## src/rtl/uart_ready_pins.sv

```systemverilog
module uart_ready_pins #(
  parameter int DEPTH = 16,
  parameter int DW    = 8
) (
  input  logic                       clk,
  input  logic                       rst_n,
  input  logic                       fifo_en,
  input  logic                       mode_sel,
  input  logic [1:0]                 rx_trig,
  input  logic                       rx_timeout,
  input  logic                       rx_clr,
  input  logic                       tx_clr,
  input  logic                       rx_wr,
  input  logic [DW-1:0]              rx_wdata,
  input  logic                       rx_rd,
  output logic [DW-1:0]              rx_rdata,
  input  logic                       tx_wr,
  input  logic [DW-1:0]              tx_wdata,
  input  logic                       tx_rd,
  output logic [DW-1:0]              tx_rdata,
  output logic [$clog2(DEPTH+1)-1:0] rx_count,
  output logic [$clog2(DEPTH+1)-1:0] tx_count,
  output logic                       rxrdy_n,
  output logic                       txrdy_n
);
  localparam int AW = $clog2(DEPTH);
  localparam int CW = $clog2(DEPTH+1);

  logic [DW-1:0] rx_mem [DEPTH];
  logic [DW-1:0] tx_mem [DEPTH];
  logic [AW-1:0] rx_wp, rx_rp, tx_wp, tx_rp;
  logic [CW-1:0] rx_cnt, tx_cnt, trig;

  wire [CW-1:0] cap   = fifo_en ? CW'(DEPTH) : CW'(1);
  wire          m1    = fifo_en & mode_sel;
  wire          rx_in = rx_wr && (rx_cnt < cap) && !rx_clr;
  wire          rx_out = rx_rd && (rx_cnt != 0) && !rx_clr;
  wire          tx_in = tx_wr && (tx_cnt < cap) && !tx_clr;
  wire          tx_out = tx_rd && (tx_cnt != 0) && !tx_clr;

  always_comb begin
    case (rx_trig)
      2'd0:    trig = CW'(1);
      2'd1:    trig = CW'(4);
      2'd2:    trig = CW'(8);
      default: trig = CW'(DEPTH-2);
    endcase
  end

  always_ff @(posedge clk) begin
    if (rx_in) rx_mem[rx_wp] <= rx_wdata;
    if (tx_in) tx_mem[tx_wp] <= tx_wdata;
  end

  always_ff @(posedge clk) begin
    if (!rst_n || rx_clr) begin
      rx_wp <= '0; rx_rp <= '0; rx_cnt <= '0;
    end else begin
      if (rx_in)  rx_wp <= rx_wp + 1'b1;
      if (rx_out) rx_rp <= rx_rp + 1'b1;
      rx_cnt <= rx_cnt + CW'(rx_in) - CW'(rx_out);
    end
  end

  always_ff @(posedge clk) begin
    if (!rst_n || tx_clr) begin
      tx_wp <= '0; tx_rp <= '0; tx_cnt <= '0;
    end else begin
      if (tx_in)  tx_wp <= tx_wp + 1'b1;
      if (tx_out) tx_rp <= tx_rp + 1'b1;
      tx_cnt <= tx_cnt + CW'(tx_in) - CW'(tx_out);
    end
  end

  always_ff @(posedge clk) begin
    if (!rst_n) begin
      rxrdy_n <= 1'b1;
      txrdy_n <= 1'b1;
    end else begin
      if (!m1)                                 rxrdy_n <= (rx_cnt == 0);
      else if (rx_cnt == 0)                    rxrdy_n <= 1'b1;
      else if (rx_cnt >= trig || rx_timeout)   rxrdy_n <= 1'b0;

      if (!m1)                    txrdy_n <= (tx_cnt != 0);
      else if (tx_cnt == 0)       txrdy_n <= 1'b0;
      else if (tx_cnt == CW'(DEPTH)) txrdy_n <= 1'b1;
    end
  end

  assign rx_rdata = rx_mem[rx_rp];
  assign tx_rdata = tx_mem[tx_rp];
  assign rx_count = rx_cnt;
  assign tx_count = tx_cnt;
endmodule

```

## config.mk

```make
export PLATFORM = sky130hd
export DESIGN_NAME = uart_ready_pins
export DESIGN_NICKNAME = d
export VERILOG_FILES = /design/src/rtl/uart_ready_pins.sv
export SDC_FILE = /design/constraint.sdc
export NUM_CORES = 1
export LEC_CHECK = 0
export ABC_AREA = 1
export BUFFER_PORTS_ARGS = -buffer_cell sky130_fd_sc_hd__buf_2
export CAP_MARGIN = 10
export CORE_MARGIN = 5
export CORE_UTILIZATION = 55
export DETAILED_ROUTE_END_ITERATION = 16
export HOLD_SLACK_MARGIN = 0.03
export PLACE_DENSITY_LB_ADDON = 0.3
export SYNTH_ARGS = -nofsm -noshare
export SYNTH_HDL_FRONTEND = slang
export SYNTH_SLANG_ARGS = --single-unit
```

## constraint.sdc

```tcl
create_clock -name clk -period 5.9 [get_ports clk]
set_input_delay 0.295 -clock clk [delete_from_list [all_inputs] [get_ports clk]]
set_output_delay 0.295 -clock clk [all_outputs]
set_load 0.005 [all_outputs]
```

==> out/qor.csv <==
stage,metric,value,unit
global_routing,largest net degree at the start of global routing,85,
yosys,"Avg Cell Area, Syn",10.88,sq um
yosys,yosys warns,0,
run_status,status,completed,
drt,total wire length,27.02,mm
floorplanning,die width,161.0,um
yosys,Seq cells post-synth,292,
clocking,Worst-path clk slew,0.06,ns
yosys,number of synthesized flops with an enable pin,256,
drt,via count,8265,
power_and_ir_drop,Tot Pwr,4.375,mW
drt,initial DRC count,609,
clocking,root buf cell,clkbuf_16,
sta,final worst-path cycle share,0.5416,
yosys,Synth Area in XOR/XNOR,0.005585,
yosys,Synth Flop Type,edfxtp_1,
drt,drt drc,0,
floorplanning,die area,0.02593,sq mm
clocking,maximum clock path buffer count,3,
power_and_ir_drop,Switch Pwr,972.3,uW
sta,FMAX,312.9,MHz
power_and_ir_drop,switching share of power,0.2222,
layout,area of the multi-input gates,0.003516,sq mm
sta,Final Hold Slack,0.1008,ns
yosys,Synth Area in Adders,0.03511,
critical_path,Worst Path Required,5.61,ns
worst_hold_path,Hold Crit Class,in2reg,
global_routing,initial antenna violation count,1,
critical_path,critical path's top delay family,buffers and inverters,
layout,fillers,1810,
yosys,synthesized net count,1216,
sta,Final Max Slew Viols,0,
sta,minimum clock period,3.195,ns
floorplanning,Ports,57,
drt,DRT antenna net count,0,
floorplanning,core box area,0.02257,sq mm
yosys,Synth Area in Compound Gates,0.05506,
critical_path,Setup CP Type,reg2out,
floorplanning,Initial Util,0.5558,
clocking,CTS buffer count,30,
placement,gpl congestion,0.8599,
floorplanning,Chip Height,161.0,um
yosys,sequential fraction of the synthesis area,0.6703,
yosys,area share of the largest cell type after synthesis,0.6128,
flow_run,max-capacitance violation count,0,
yosys,"Cell Area, Synth",0.01254,sq mm
yosys,Post-synth ARST share,0,
yosys,post-synthesis mux area share,0,
sta,Final Skew,0.008270,ns
layout,Antenna diodes,0,
sta,Fin. Hold Viols,0,
sta,worst slew pin tran,1.015,ns
critical_path,CP peak stage delay,0.62,ns
global_routing,first-pass GRT wire length,42.55,mm
yosys,Unique masters post-synth,28,
placement,Post-DP HPWL,16.84,mm
power_and_ir_drop,Max rail drop VDD,0.0002528,V
floorplanning,num rows,55,
sta,Final setup viols,0,
drt,post-DR wirelength/cell,17.97,um
critical_path,crit-path max FO,84,
sta,unrepaired setup endpoints after global routing,false,
placement,I/O Buffers,56,
layout,Area Overhead vs Synth,10.58,%
critical_path,Worst path most repeated cell,nand3_1,
drt,Detailed Routing Iterations Pass 1,6,
yosys,leading area contributor after synthesis,edfxtp_1,
critical_path,Worst setup SP type,flip-flop,
power_and_ir_drop,Combinational Power Share,0.070,
layout,Reg area,0.008411,sq mm
power_and_ir_drop,clock share of power,0.408,
power_and_ir_drop,Int Pwr,3.403,mW
yosys,Synth Area in Simple Gates,0.1845,
yosys,Synth area leaders,"edfxtp_1 (61%), nand2_1 (7.3%), dfxtp_1 (5.7%)",
critical_path,CP endpoint kind,output port,
drt,drt via density,5.495,
global_routing,vias in the first global route,7893,
power_and_ir_drop,Power per Cell Area,315.4,mW/mm^2
power_and_ir_drop,static leakage,5.194,nW
sta,final setup TNS,0,ns
yosys,largest family of logic cells by synthesized area,simple AND/OR/NAND/NOR gates,
critical_path,CP bufs+invs,3,
global_routing,GR Util All Layers,0.2045,
critical_path,crit-path cells,buf_4 -> inv_2 -> o21ai_0 -> nand3_1 -> nand3_1 -> nand2_1 -> buf_2,
layout,layout cell share with drive strength beyond 1,0.09680,
power_and_ir_drop,part of the power in registers,0.522,
clocking,worst skew pair latency,0.54,ns
global_routing,grt ovf,0,
critical_path,slowest CP cell,buf_4,
clocking,CTS resizes,0,
layout,Final #Nets,1260,
yosys,Post-Syn Instances,1153,
critical_path,worst path arrival time,2.90,ns
sta,Slew HR,0.3223,
clocking,TritonCTS sink count,292,
clocking,CTS tree,built,
clocking,CTS H-Tree Depth,1,
## tightest hold or removal path, cell delays in order
cell and delay, ns:
buf_2 0.10, nand2_1 0.11, a21oi_1 0.08
## metal layers
metal | track usage | share of wire
met5 | 0 | 0.00026
met4 | 0.04808 | 0.020
met3 | 0.03598 | 0.075
met2 | 0.3363 | 0.47
met1 | 0.2886 | 0.43
## timing repair
item	in CTS	in global routing
hold endpoints to repair	1	0
setup buffers	0	0
hold buffers	1	0
## sequential cells by signal, indices dropped and copies added (netlist names), named ones only
register / count
rx_mem: 128
rx_wp: 4
rxrdy_n: 1
rx_count: 5
tx_rp: 4
txrdy_n: 1
tx_wp: 4
tx_mem: 128
rx_rp: 4
tx_count: 5
## cells in the final DEF, fill, tap and decap left out, drive strengths merged, types with 16 or more instances in the layout
| master | count |
|---|---|
| clkbuf | 35 |
| edfxtp | 256 |
| inv | 90 |
| o211ai | 35 |
| ha | 32 |
| nor2 | 187 |
| buf | 60 |
| a21oi | 16 |
| clkinv | 16 |
| nand2 | 250 |
| dfxtp | 36 |
| o21ai | 68 |
| nand3 | 110 |
## Yosys cell counts, types with 7 or more instances
cell type / number
inv_1: 84
o211ai_1: 35
nor2_1: 187
nand2_1: 245
o21ai_0: 57
o21ai_1: 11
dfxtp_1: 36
a21oi_1: 16
nand3_1: 110
buf_6: 7
edfxtp_1: 256
clkbuf_1: 14
buf_2: 19
ha_1: 32
## cells by family (layout without fill, tap and decap cells)
kind of cell	count (synthesis)	in the layout
compound gates	120	120
buf+inv	139	205
flops	292	292
simple gates	560	560
fa+ha+maj	34	34
xor+xnor	8	8
## power by group through the flow
stage / registers [mW] / clock network [mW] / logic, mW
floorplan: 2.32 / 0 / 0.199
global placement: 2.33 / 0 / 0.300
detailed placement: 2.33 / 0 / 0.307
CTS: 2.28 / 1.80 / 0.309
global route: 2.29 / 1.89 / 0.348
finish: 2.28 / 1.78 / 0.307
## worst paths after layout
path               startpoint          end  slack [ns]  depth (start not counted)
setup / recovery    flip-flop  rx_rdata[3]        2.70                          7
hold / removal          tx_rd     tx_rp[0]        0.10                          3
setup reg to reg  tx_count[1]  tx_count[4]        3.21                         16
hold reg to reg       txrdy_n      txrdy_n        0.49                          2
## final cells by class
type,count,area share
Sequential cell,292,0.6063
Clock buffer,35,0.05700
Multi-Input combinational cell,722,0.2534
Inverter,90,0.02435
Timing Repair Buffer,61,0.02309
Tap cell,285,0.02571
Clock inverter,19,0.01010
## through the flow
step                area, sq um  utilization  instances  worst slack, ns
floorplan                 12540            -       1153            3.455
global placement          12930       0.5729       1449            3.288
detailed placement        12930       0.5729       1449            3.239
CTS                       13870       0.6146       1504            2.736
global route              13870       0.6146       1504            2.475
finish                    13870       0.6146       1504            2.705
(Power assumes the default switching activity.)
